File: src/rtl/cam_pkg.sv
package cam_pkg;
    localparam int CAM_ENTRIES = 16;
    localparam int CAM_TAG_W   = 32;
    localparam int CAM_STATE_W = 4;
endpackage

File: src/rtl/cam_store.sv
module cam_store #(
    parameter int ENTRIES = cam_pkg::CAM_ENTRIES,
    parameter int TAG_W   = cam_pkg::CAM_TAG_W,
    parameter int STATE_W = cam_pkg::CAM_STATE_W,
    parameter int IDX_W   = $clog2(ENTRIES)
) (
    input  logic                             clk,
    input  logic                             rst_n,
    input  logic                             clear_i,
    input  logic                             wr_en_i,
    input  logic [IDX_W-1:0]                 wr_idx_i,
    input  logic [TAG_W-1:0]                 wr_tag_i,
    input  logic [STATE_W-1:0]               wr_state_i,
    output logic [ENTRIES-1:0][TAG_W-1:0]    tags_o,
    output logic [ENTRIES-1:0][STATE_W-1:0]  states_o,
    output logic [ENTRIES-1:0]               valid_o
);
    typedef struct packed {
        logic [ENTRIES-1:0][TAG_W-1:0]   tag;
        logic [ENTRIES-1:0][STATE_W-1:0] st;
        logic [ENTRIES-1:0]              vld;
    } store_t;

    store_t store_d, store_q;

    always_comb begin
        store_d = store_q;
        if (clear_i) begin
            store_d.vld = '0;
        end else if (wr_en_i && (int'(wr_idx_i) < ENTRIES)) begin
            store_d.tag[wr_idx_i] = wr_tag_i;
            store_d.st[wr_idx_i]  = wr_state_i;
            store_d.vld[wr_idx_i] = 1'b1;
        end
    end

    always_ff @(posedge clk or negedge rst_n) begin
        if (!rst_n) store_q <= '0;
        else        store_q <= store_d;
    end

    assign tags_o   = store_q.tag;
    assign states_o = store_q.st;
    assign valid_o  = store_q.vld;
endmodule

File: src/rtl/cam_match.sv
module cam_match #(
    parameter int ENTRIES = cam_pkg::CAM_ENTRIES,
    parameter int TAG_W   = cam_pkg::CAM_TAG_W,
    parameter int STATE_W = cam_pkg::CAM_STATE_W,
    parameter int IDX_W   = $clog2(ENTRIES)
) (
    input  logic [TAG_W-1:0]                 key_i,
    input  logic [ENTRIES-1:0][TAG_W-1:0]    tags_i,
    input  logic [ENTRIES-1:0][STATE_W-1:0]  states_i,
    input  logic [ENTRIES-1:0]               valid_i,
    output logic                             hit_o,
    output logic [IDX_W-1:0]                 hit_idx_o,
    output logic [STATE_W-1:0]               hit_state_o,
    output logic [IDX_W-1:0]                 free_idx_o,
    output logic                             any_free_o
);
    logic [ENTRIES-1:0] eq;

    // One comparator per slot; invalid slots are masked out.
    for (genvar g = 0; g < ENTRIES; g++) begin : g_cmp
        assign eq[g] = valid_i[g] && (tags_i[g] == key_i);
    end

    // Scan from the top so that the lowest index is written last and wins.
    always_comb begin
        hit_o       = 1'b0;
        hit_idx_o   = '0;
        hit_state_o = '0;
        any_free_o  = 1'b0;
        free_idx_o  = '0;
        for (int i = ENTRIES - 1; i >= 0; i--) begin
            if (eq[i]) begin
                hit_o       = 1'b1;
                hit_idx_o   = IDX_W'(i);
                hit_state_o = states_i[i];
            end
            if (!valid_i[i]) begin
                any_free_o = 1'b1;
                free_idx_o = IDX_W'(i);
            end
        end
    end
endmodule

File: src/rtl/cam_lru_order.sv
module cam_lru_order #(
    parameter int ENTRIES = cam_pkg::CAM_ENTRIES,
    parameter int IDX_W   = $clog2(ENTRIES)
) (
    input  logic             clk,
    input  logic             rst_n,
    input  logic             clear_i,
    input  logic             touch_a_i,
    input  logic [IDX_W-1:0] touch_a_idx_i,
    input  logic             touch_b_i,
    input  logic [IDX_W-1:0] touch_b_idx_i,
    output logic [IDX_W-1:0] oldest_o
);
    // Position 0 holds the oldest slot, position ENTRIES-1 the newest.
    typedef logic [ENTRIES-1:0][IDX_W-1:0] order_t;

    order_t order_d, order_q;

    function automatic order_t initial_order();
        order_t o;
        for (int i = 0; i < ENTRIES; i++) o[i] = IDX_W'(i);
        return o;
    endfunction

    function automatic order_t move_to_newest(order_t o, logic [IDX_W-1:0] x);
        logic seen;
        seen = 1'b0;
        for (int i = 0; i < ENTRIES - 1; i++) begin
            if (o[i] == x) seen = 1'b1;
            if (seen) o[i] = o[i+1];
        end
        o[ENTRIES-1] = x;
        return o;
    endfunction

    always_comb begin
        order_d = order_q;
        if (clear_i) begin
            order_d = initial_order();
        end else begin
            if (touch_a_i) order_d = move_to_newest(order_d, touch_a_idx_i);
            if (touch_b_i) order_d = move_to_newest(order_d, touch_b_idx_i);
        end
    end

    always_ff @(posedge clk or negedge rst_n) begin
        if (!rst_n) order_q <= initial_order();
        else        order_q <= order_d;
    end

    assign oldest_o = order_q[0];
endmodule

File: src/rtl/lru_cam.sv
module lru_cam #(
    parameter int ENTRIES = cam_pkg::CAM_ENTRIES,
    parameter int TAG_W   = cam_pkg::CAM_TAG_W,
    parameter int STATE_W = cam_pkg::CAM_STATE_W,
    parameter int IDX_W   = $clog2(ENTRIES),
    parameter int RES_W   = 1 + STATE_W + IDX_W
) (
    input  logic               clk,
    input  logic               rst_n,
    input  logic               clear_i,
    input  logic               lkp_valid_i,
    input  logic [TAG_W-1:0]   lkp_key_i,
    input  logic               wr_en_i,
    input  logic [IDX_W-1:0]   wr_idx_i,
    input  logic [TAG_W-1:0]   wr_tag_i,
    input  logic [STATE_W-1:0] wr_state_i,
    output logic               res_valid_o,
    output logic [RES_W-1:0]   res_o
);
    typedef struct packed {
        logic               vld;
        logic               hit;
        logic [STATE_W-1:0] st;
        logic [IDX_W-1:0]   idx;
    } res_t;

    res_t res_d, res_q;

    logic [ENTRIES-1:0][TAG_W-1:0]   tags;
    logic [ENTRIES-1:0][STATE_W-1:0] states;
    logic [ENTRIES-1:0]              valid;
    logic                            hit;
    logic [IDX_W-1:0]                hit_idx;
    logic [STATE_W-1:0]              hit_state;
    logic [IDX_W-1:0]                free_idx;
    logic                            any_free;
    logic [IDX_W-1:0]                oldest;
    logic                            touch_hit;
    logic                            touch_wr;

    cam_store #(.ENTRIES(ENTRIES), .TAG_W(TAG_W), .STATE_W(STATE_W), .IDX_W(IDX_W)) u_store (
        .clk        (clk),
        .rst_n      (rst_n),
        .clear_i    (clear_i),
        .wr_en_i    (wr_en_i),
        .wr_idx_i   (wr_idx_i),
        .wr_tag_i   (wr_tag_i),
        .wr_state_i (wr_state_i),
        .tags_o     (tags),
        .states_o   (states),
        .valid_o    (valid)
    );

    cam_match #(.ENTRIES(ENTRIES), .TAG_W(TAG_W), .STATE_W(STATE_W), .IDX_W(IDX_W)) u_match (
        .key_i       (lkp_key_i),
        .tags_i      (tags),
        .states_i    (states),
        .valid_i     (valid),
        .hit_o       (hit),
        .hit_idx_o   (hit_idx),
        .hit_state_o (hit_state),
        .free_idx_o  (free_idx),
        .any_free_o  (any_free)
    );

    assign touch_hit = lkp_valid_i && hit && !clear_i;
    assign touch_wr  = wr_en_i && !clear_i;

    cam_lru_order #(.ENTRIES(ENTRIES), .IDX_W(IDX_W)) u_order (
        .clk           (clk),
        .rst_n         (rst_n),
        .clear_i       (clear_i),
        .touch_a_i     (touch_hit),
        .touch_a_idx_i (hit_idx),
        .touch_b_i     (touch_wr),
        .touch_b_idx_i (wr_idx_i),
        .oldest_o      (oldest)
    );

    always_comb begin
        res_d     = res_q;
        res_d.vld = lkp_valid_i && !clear_i;
        if (res_d.vld) begin
            if (hit) begin
                res_d.hit = 1'b1;
                res_d.st  = hit_state;
                res_d.idx = hit_idx;
            end else begin
                res_d.hit = 1'b0;
                res_d.st  = '0;
                res_d.idx = any_free ? free_idx : oldest;
            end
        end
    end

    always_ff @(posedge clk or negedge rst_n) begin
        if (!rst_n) res_q <= '0;
        else        res_q <= res_d;
    end

    assign res_valid_o = res_q.vld;
    assign res_o       = {res_q.hit, res_q.st, res_q.idx};
endmodule

File: config.mk
export PLATFORM = sky130hd
export DESIGN_NAME = lru_cam
export DESIGN_NICKNAME = d
export VERILOG_FILES = /design/src/rtl/cam_pkg.sv /design/src/rtl/cam_store.sv /design/src/rtl/cam_match.sv /design/src/rtl/cam_lru_order.sv /design/src/rtl/lru_cam.sv
export SDC_FILE = /design/constraint.sdc
export NUM_CORES = 1
export LEC_CHECK = 0
export BUFFER_PORTS_ARGS = -buffer_cell sky130_fd_sc_hd__buf_2
export CORE_MARGIN = 5
export CORE_UTILIZATION = 50
export CTS_BUF_LIST = sky130_fd_sc_hd__clkbuf_4 sky130_fd_sc_hd__clkbuf_8 sky130_fd_sc_hd__clkbuf_16
export CTS_CLUSTER_DIAMETER = 200
export CTS_CLUSTER_SIZE = 14
export DETAILED_ROUTE_END_ITERATION = 8
export PLACE_DENSITY = 0.73
export REMOVE_ABC_BUFFERS = 1
export SLEW_MARGIN = 0
export SYNTH_ARGS = -nofsm -noshare
export SYNTH_HDL_FRONTEND = slang
export SYNTH_HIERARCHICAL = 1
export SYNTH_SLANG_ARGS = --single-unit
File: constraint.sdc
create_clock -name clk -period 6.94 [get_ports clk]
set_clock_uncertainty 0.2 [all_clocks]
set_input_delay 1.041 -clock clk [delete_from_list [all_inputs] [get_ports clk]]
set_output_delay 1.041 -clock clk [all_outputs]
set_load 0.05 [all_outputs]
Word level (Yosys, flattened, before mapping)
Index checks and enable logic that the tools add are counted.

Flip-flop bits (word level): 666. Bits of input ports: 77.

$lt $le $gt $ge: 2. Equality and inequality tests: 46. Muxes and demuxes: 216. Bitwise logic cells: 2. Reductions and logical operators: 24.

Operator list (number): 512-bit bitwise mux (1); 32-bit equality test (16); 4-bit 2-to-1 mux (80); 64-bit 2-to-1 mux (4); 32-bit demux with 4-bit select (1); 1-bit 2-to-1 mux (123); 4-bit equality test (30); 64-bit bitwise mux (1); 16-bit 2-to-1 mux (2); 32-bit 2-to-1 mux (1); 1-bit logical AND (21); 4-bit demux with 4-bit select (1); 16-bit bitwise OR (1); 9-bit 2-to-1 mux (1); 4-bit by 5-bit < comparator with 1-bit output (second input constant) (1); 1-bit demux with 4-bit select (1); 4-bit by 1-bit >= comparator with 1-bit output (second input constant) (1); 2-bit AND reduction (1); 2-bit nonzero test (1); 1-bit logical NOT (1); 1-bit NOT (1).

Logic depth before layout (Yosys ltp)
Gate-level depths: netlist (run 1).

Word-level depth: 116. Depth in mapped cells: 28.

Hierarchy
The synthesis (run 1) kept the hierarchy.

Modules (own cells, without submodules): cam_store (times used 1, cells each 1309, area an instance 22261.4 µm²); cam_match (times used 1, cells each 947, area an instance 7110.6 µm²); cam_lru_order (times used 1, cells each 650, area an instance 5694.2 µm²); lru_cam (times used 1, cells each 50, area an instance 464.2 µm²).

Least setup slack after synthesis (run 1)
No wires, ideal clock.

Kind: input to register. From: in lkp_key_i[28]. To: reg u_order/order_q[59] in the netlist's numbering. Data arrival time: 6.295 ns. Required time: 6.658 ns. Slack: 0.363 ns. Stages: 24. Cell sequence: buf_2 > buf_2 > xnor2_1 > nand4_1 > nor4_1 > nand4_2 > nand2_1 > nor4_1 > nand3_1 > buf_2 > inv_1 > nor2_2 > inv_2 > or4_1 > o311ai_0 > xnor2_1 > a2111oi_2 > nor3_1 > nor4b_4 > nand3_2 > or4_1 > buf_2 > or3_1 > o31a_1.

RTL lines: start, declared (line lru_cam.sv:12) `input logic [TAG_W-1:0] lkp_key_i,`; end signal, assigned (line cam_lru_order.sv:47) `if (!rst_n) order_q <= initial_order();`; end signal, assigned (line cam_lru_order.sv:48) `else order_q <= order_d;`; end, declared (line cam_lru_order.sv:17) `order_t order_d, order_q;`.

==> results.yml, run 1 <==
timing:
  period_needed_ps: 6590
  fmax_ghz: 0.152
  fin_crit_sh_pct: 95.0
  maxSlewHeadroom_pct: 14.9
  worst_pin_slew_ps: 1280
  rsz0062_at_grt: "no"
  fin_setup_tns_ps: 0
  hold-worst-slack_ps: 188
  final_max_slew_viol_count: 0
  finalHoldViolCount: 0
  setup_viol: 0
place:
  dp_cells: 4030
  place_area_um2: 37800
  place.gp.congestion: 0.913
  hpwl_um: 72900
  io_buffer_count: 86
die:
  ios: 87
  start_util_pct: 50.6
  rows: 97
  core_um2: 70300
  die_height_um: 277
  dieArea_um2: 76500
  dieWidth_um: 277
route:
  wl_per_cell_um: 26.6
  drt_wl_total_um: 109000
  drtPass1Iterations: 5
  drtIter0Drc: 2328
  via_per_inst: 6.05
  drtAntennaViolNets: 0
  drc_errors: 0
  via_count: 24800
clock_network:
  cts_root_buffer: "clkbuf_16"
  clockBufferDepth: 3
  htree_num_levels: 2
  tritoncts: "built"
  cts.clk_slew.worst_paths_ps: 70
  cts_buffers: 53
  cts_hold_buf: 0
  clock_latency_ps: 660
  cts_sinks: 666
run_status:
  status: "completed"
grt:
  grt_pass1_vias: 26200
  grt-ovfl-total: 0
  grt_first_pass_wirelength_um: 165000
  grtUsageTotal_pct: 27.8
  antenna_found_initial: 2
  grt_max_degree: 196
critical_path:
  path_cells: "buf_2 > xnor2_1 > nand4_1 > nor4_1 > nand3_1 > nand2_1 > nor4_1 > buf_4 > nor2_2 > buf_4 > xor2_1 > nor4_2 > o41ai_4 > a21oi_1 > a311o_1 > a32o_1 > nor4b_4 > nand3_2 > or4_1 > or3_1 > o31a_1"
  reg2reg_slack_ps: 700
  r2r-end: "u_order/order_q[59]"
  required_ps: 7300
  critPathMaxStageDelay_ps: 670
  cp-end-kind: "flop"
  crit_fanout: 16
  crit_arrival_ps: 6950
  reg2regPathDepth: 22
  critPathKind: "primary input to flop"
  crit_path_start_kind: "primary input"
  slowest_stage: "or4_1"
  r2r_start: "u_store/tags_o[470]"
pwr:
  ir_drop_v: 0.000216
  p_leak_uw: 0.0174
  powerDensity_nw_per_um2: 254
synth:
  ys_async_sr_fraction_pct: 100
  yosys.area_share.xor_xnor_pct: 15.1
  synthMuxAreaShare_pct: 20.7
  synth_seq_area_share_pct: 47.0
  yosys_most_used_dff: "dfrtp_1"
  syn_area_per_cell_um2: 12.0
  ys_top_cells_by_area: "dfrtp_1 45%, mux2_2 19%, xnor2_1 9.9%"
  synth_compound_area_share_pct: 4.72
  yosys.area_share.simple_pct: 8.04
  synthAdderAreaFrac_pct: 0
  netlist.area_leader.share_pct: 44.7
  synth_top_family_by_area: "multiplexers"
  synth_cell_types: 83
  synth_edf_count: 0
  yosys_register_bits: 666
  netlist_area_um2: 35500
  syn_inst: 2956
  ys_warn_count: 6
  yosysTopAreaCell: "dfrtp_1"
finish:
  area_delta_synth_final_pct: 10.7
  design_area_um2: 39300
  fin_util_pct: 55.9
  fin_cells: 4097
  layout-drive-gt1-share_pct: 34.7
  final_nets: 3222
min_path:
  hold_class: "primary input to asynchronous set/reset pin"
run:
  drv_cap: 0
## final cells by class
| cell class | instances | area (µm²) |
|---|---|---|
| Tap cell | 940 | 1180 |
| Sequential cell | 666 | 16700 |
| Inverter | 61 | 229 |
| Clock buffer | 61 | 1390 |
| Timing Repair Buffer | 341 | 2480 |
| Fill cell | 5736 | 31000 |
| Antenna cell | 2 | 5.00 |
| Clock inverter | 4 | 88.8 |
| Multi-Input combinational cell | 2022 | 17200 |
## cell usage in the layout, fill, tap and decap left out, types with 53 or more instances in the layout
cell         n
buf_4      245
nand2_1     87
mux2_2     603
o21ai_0     57
nand3_1     53
xor2_1     206
nand4_1     88
dfrtp_1    634
buf_2       84
inv_1       56
clkbuf_16   53
xnor2_1    403
nor2_1      87
## metal layers
layer / global-route usage (%) / share of wire (%)
met1: 36.1 / 40
met3: 5.07 / 7.4
met5: 0 / 0
met2: 45.6 / 47
met4: 12.8 / 5.3
## cells in the mapped netlist, types with 10 or more instances
library cell,count
buf_2,56
dfstp_2,32
nor4_1,51
nand4_1,88
xor2_1,206
inv_1,56
nand2_1,87
mux2i_1,49
xnor2_1,403
a21oi_1,33
dfrtp_1,634
a2111oi_0,14
clkbuf_1,65
a211oi_1,14
a31oi_1,16
nand2_2,10
buf_4,28
and3_1,19
mux2_2,603
a21o_1,10
nor3_1,36
nor2b_1,21
and2_1,10
buf_6,52
nor2_1,89
o21ai_0,58
nand3_1,53
## worst max-delay path, delay by kind of cell
kind                      cells  cell delay [ps]
xor gates and xnor gates      2              460
buffers and inverters         3              980
and+or+nand+nor              11             3100
AOI/OAI and AO/OA             5             1340
## flip-flops by register name, summed over array words and instances (netlist names)
name              count
res_valid_o           1
u_order/oldest_o      4
u_store/tags_o      512
u_store/states_o     64
u_order/order_q      60
res_o                 9
u_store/valid_o      16
## where the power goes
part / total [µW] / switching, µW / internal (µW)
clock: 2830 / 1420 / 1410
sequential: 5080 / 499 / 4580
combinational: 2090 / 978 / 1120
## stage by stage
stage | total power (µW) | setup slack, ps
final | 10000 | 349
after floorplan | 6370 | -1740
after global routing | 10400 | 22.0
after CTS | 10000 | 382
after detailed placement | 7210 | -272
after global placement | 7090 | -171
## logic make-up after synthesis
logic type,Yosys count
xor gates and xnor gates,610
DFF,666
AOI/OAI and AO/OA,241
buffers and inverters,268
and+or+nand+nor,514
muxes,657
## what timing repair did
action                     4_1_cts  5_1_grt
gates resized for setup          0        1
setup buffers                    0        0
setup endpoints to repair        0        4
## worst max-delay path by stage
stage	endpoint	slack, ps	startpoint
2_1_floorplan	u_order/order_q[59]	-1740	lkp_key_i[2]
3_3_place_gp	u_order/order_q[56]	-170	lkp_key_i[16]
3_5_place_dp	u_order/order_q[59]	-270	lkp_key_i[16]
4_1_cts	u_order/order_q[59]	380	lkp_key_i[16]
5_1_grt	u_order/order_q[56]	20	lkp_key_i[27]
6_report	u_order/order_q[59]	350	lkp_key_i[27]
(Power assumes the default switching activity.)
==> run 2, diff against run 1 <==
--- a/config.mk
+++ b/config.mk
@@ -17,5 +17,4 @@
 export SLEW_MARGIN = 0
 export SYNTH_ARGS = -nofsm -noshare
 export SYNTH_HDL_FRONTEND = slang
-export SYNTH_HIERARCHICAL = 1
 export SYNTH_SLANG_ARGS = --single-unit
==> run 2 against run 1 <==
Against the previous run:
- global-route usage rose by 5.4 points
- critical path type unchanged
- critical endpoint is now u_order.order_q[37]
- combinational power grew 37%
- worst setup slack worse by 180 ps
- highest routed layer unchanged
- total power increased by 9.8%
==> results.yml, run 2 <==
synth:
  netlist_area_um2: 38800
  synth_edf_count: 0
  synthMuxAreaShare_pct: 19.2
  synth_top_family_by_area: "multiplexers"
  synth_cell_types: 103
  yosys.area_share.simple_pct: 15.5
  ys_top_cells_by_area: "dfrtp_1 41%, mux2_2 18%, xnor2_1 8.7%"
  synthMostInstantiatedCell: "dfrtp_1"
  yosys-top-cells-count: "634 x dfrtp_1, 613 x mux2_2, 385 x xnor2_1"
  yosys_most_used_dff: "dfrtp_1"
  synthAdderAreaFrac_pct: 0
  synth_seq_area_share_pct: 43.0
  ys_async_sr_fraction_pct: 100
  netlist.area_leader.share_pct: 40.9
  yosysTopAreaCell: "dfrtp_1"
  synth_compound_area_share_pct: 6.65
  yosys_register_bits: 666
  syn_area_per_cell_um2: 10.7
  yosys.area_share.xor_xnor_pct: 12.2
  syn_inst: 3629
  ys_warn_count: 0
place:
  place_area_um2: 43900
  dp_cells: 5035
  place.gp.congestion: 1.02
  io_buffer_count: 86
  hpwl_um: 101000
route:
  drt_wl_total_um: 141000
  drtIter0Drc: 3609
  via_per_inst: 6.30
  drtPass1Iterations: 6
  wl_per_cell_um: 27.5
  drtAntennaViolNets: 0
  drc_errors: 0
  via_count: 32300
clock_network:
  cts_sinks: 666
  clockBufferDepth: 3
  cts_root_buffer: "clkbuf_16"
  clock_latency_ps: 680
  cts_buffers: 53
  htree_num_levels: 2
  cts_hold_buf: 0
  tritoncts: "built"
  cts.clk_slew.worst_paths_ps: 90
finish:
  most-common-layout-cells: "634 x dfrtp_1, 613 x mux2_2, 469 x buf_4"
  area_delta_synth_final_pct: 17.2
  design_area_um2: 45500
  layout-drive-gt1-share_pct: 33.8
  final_common_cell: "dfrtp_1"
  final_nets: 4128
  multi_input_area_um2: 20900
  largest_register_ffs: 512
  regArea_um2: 16700
  fillers: 6458
  fin_cells: 5120
die:
  rows: 102
  dieArea_um2: 83300
  start_util_pct: 50.3
  ios: 87
  die_height_um: 289
  core_um2: 77200
  dieWidth_um: 289
pwr:
  ir_drop_v: 0.000225
  switching_share_pct: 31.8
  seqPwrFrac_pct: 47.0
  switching_power_uw: 3500
  p_leak_uw: 0.0196
  power.internal_uw: 7490
  p_comb_share_pct: 26.0
  powerDensity_nw_per_um2: 241
  clkPwrFrac_pct: 27.0
grt:
  grt_first_pass_wirelength_um: 207000
  antenna_found_initial: 6
  grtUsageTotal_pct: 33.2
  grt-ovfl-total: 0
  grt_max_degree: 163
  grt_pass1_vias: 31900
timing:
  worst_pin_slew_ps: 949
  final_max_slew_viol_count: 0
  fmax_ghz: 0.148
  period_needed_ps: 6770
  setup_viol: 0
  finalHoldViolCount: 0
  maxSlewHeadroom_pct: 36.7
  rsz0062_at_grt: "no"
  fin_crit_sh_pct: 97.6
critical_path:
  crit_arrival_ps: 7100
  r2r_start: "u_store.tags_o[452]"
  critical_path.top_delay_family: "compound AO/OA/AOI/OAI gates"
  reg2regPathDepth: 21
  path_common_cell: "buf_4"
  path_cells: "buf_2 > buf_4 > xor2_1 > nor4_1 > nand4_1 > nor4_2 > buf_4 > nand4b_1 > o21ai_0 > a22oi_1 > o221ai_1 > nor4bb_1 > buf_4 > buf_4 > a2111oi_4 > a221oi_1 > a221oi_1 > o21ai_1 > or4b_1 > nor2b_1 > mux2_1 > a2111oi_0"
  required_ps: 7270
  crit_start: "lkp_key_i[19]"
  critPathMaxStageDelay_ps: 660
  slowest_stage: "or4b_1"
  crit_fanout: 8
  reg2reg_slack_ps: 440
  r2r-end: "u_order.order_q[37]"
  crit_path_start_kind: "primary input"
  critical_path_buf_inv_count: 5
  critPathKind: "primary input to flop"
  cp-end-kind: "flop"
min_path:
  hold_class: "primary input to asynchronous set/reset pin"
run_status:
  status: "completed"
run:
  drv_cap: 0
run 2: kinds of logic (layout without fill, tap and decap cells):
kind of cell	count (synthesis)	in the layout
AOI/OAI and AO/OA	362	362
xor gates and xnor gates	536	536
buffers and inverters	296	737
DFF	666	666
muxes	668	668
other	0	10
and+or+nand+nor	1101	1101
run 2: area by class of cell:
type | instances | share of cell area (%)
diodes | 10 | 0.0550
clock buffers | 70 | 3.19
repair buffers | 595 | 10.5
clock inverters | 4 | 0.173
inverters | 68 | 0.561
flip-flops and latches | 666 | 36.7
multi-input cells | 2667 | 46.0
well taps | 1040 | 2.86
run 2: stage by stage:
step | hold WS (ps) | setup slack (ps) | TNS, ps | util, % | total power (µW)
global route | 211 | 4.75 | 0 | 58.9 | 11400
CTS | 184 | 284 | 0 | 58.8 | 11000
detailed placement | 255 | -376 | -7340 | 56.9 | 8010
finish | 183 | 169 | 0 | 58.9 | 11000
floorplan | 270 | -507 | -6090 | - | 6770
global placement | 247 | -267 | -5540 | 56.9 | 7910
run 2: worst max-delay path by stage:
| stage | endpoint | slack, ps | cells after the start |
|---|---|---|---|
| floorplan | u_order.order_q[44] | -510 | 17 |
| global placement | u_order.order_q[38] | -270 | 19 |
| detailed placement | u_order.order_q[38] | -380 | 21 |
| CTS | u_order.order_q[38] | 280 | 19 |
| global route | u_order.order_q[38] | 5 | 22 |
| finish | u_order.order_q[37] | 170 | 22 |
run 2: repair_timing:
item,in CTS,in global routing
hold endpoints to repair,0,0
setup buffers,0,1
resized for setup,0,9
endpoints found under the setup margin,0,4
run 2: power by group through the flow:
stage | clock network, µW | logic, µW | registers, µW
2_1_floorplan | 0 | 1730 | 5040
3_3_place_gp | 0 | 2740 | 5170
3_5_place_dp | 0 | 2800 | 5210
4_1_cts | 3020 | 2820 | 5140
5_1_grt | 3160 | 3050 | 5220
6_report | 2970 | 2860 | 5160
run 2: layer usage:
| metal | up-vias | part of all wire, % | routed length (µm) | global-route usage (%) |
|---|---|---|---|---|
| met5 | - | 0 | 0 | 0 |
| met4 | 0 | 5.6 | 7910 | 14.8 |
| met3 | 391 | 9.6 | 13600 | 6.72 |
| met2 | 1762 | 45 | 62700 | 51.6 |
| met1 | 16200 | 40 | 56700 | 45.3 |
| li1 | 13900 | - | - | - |
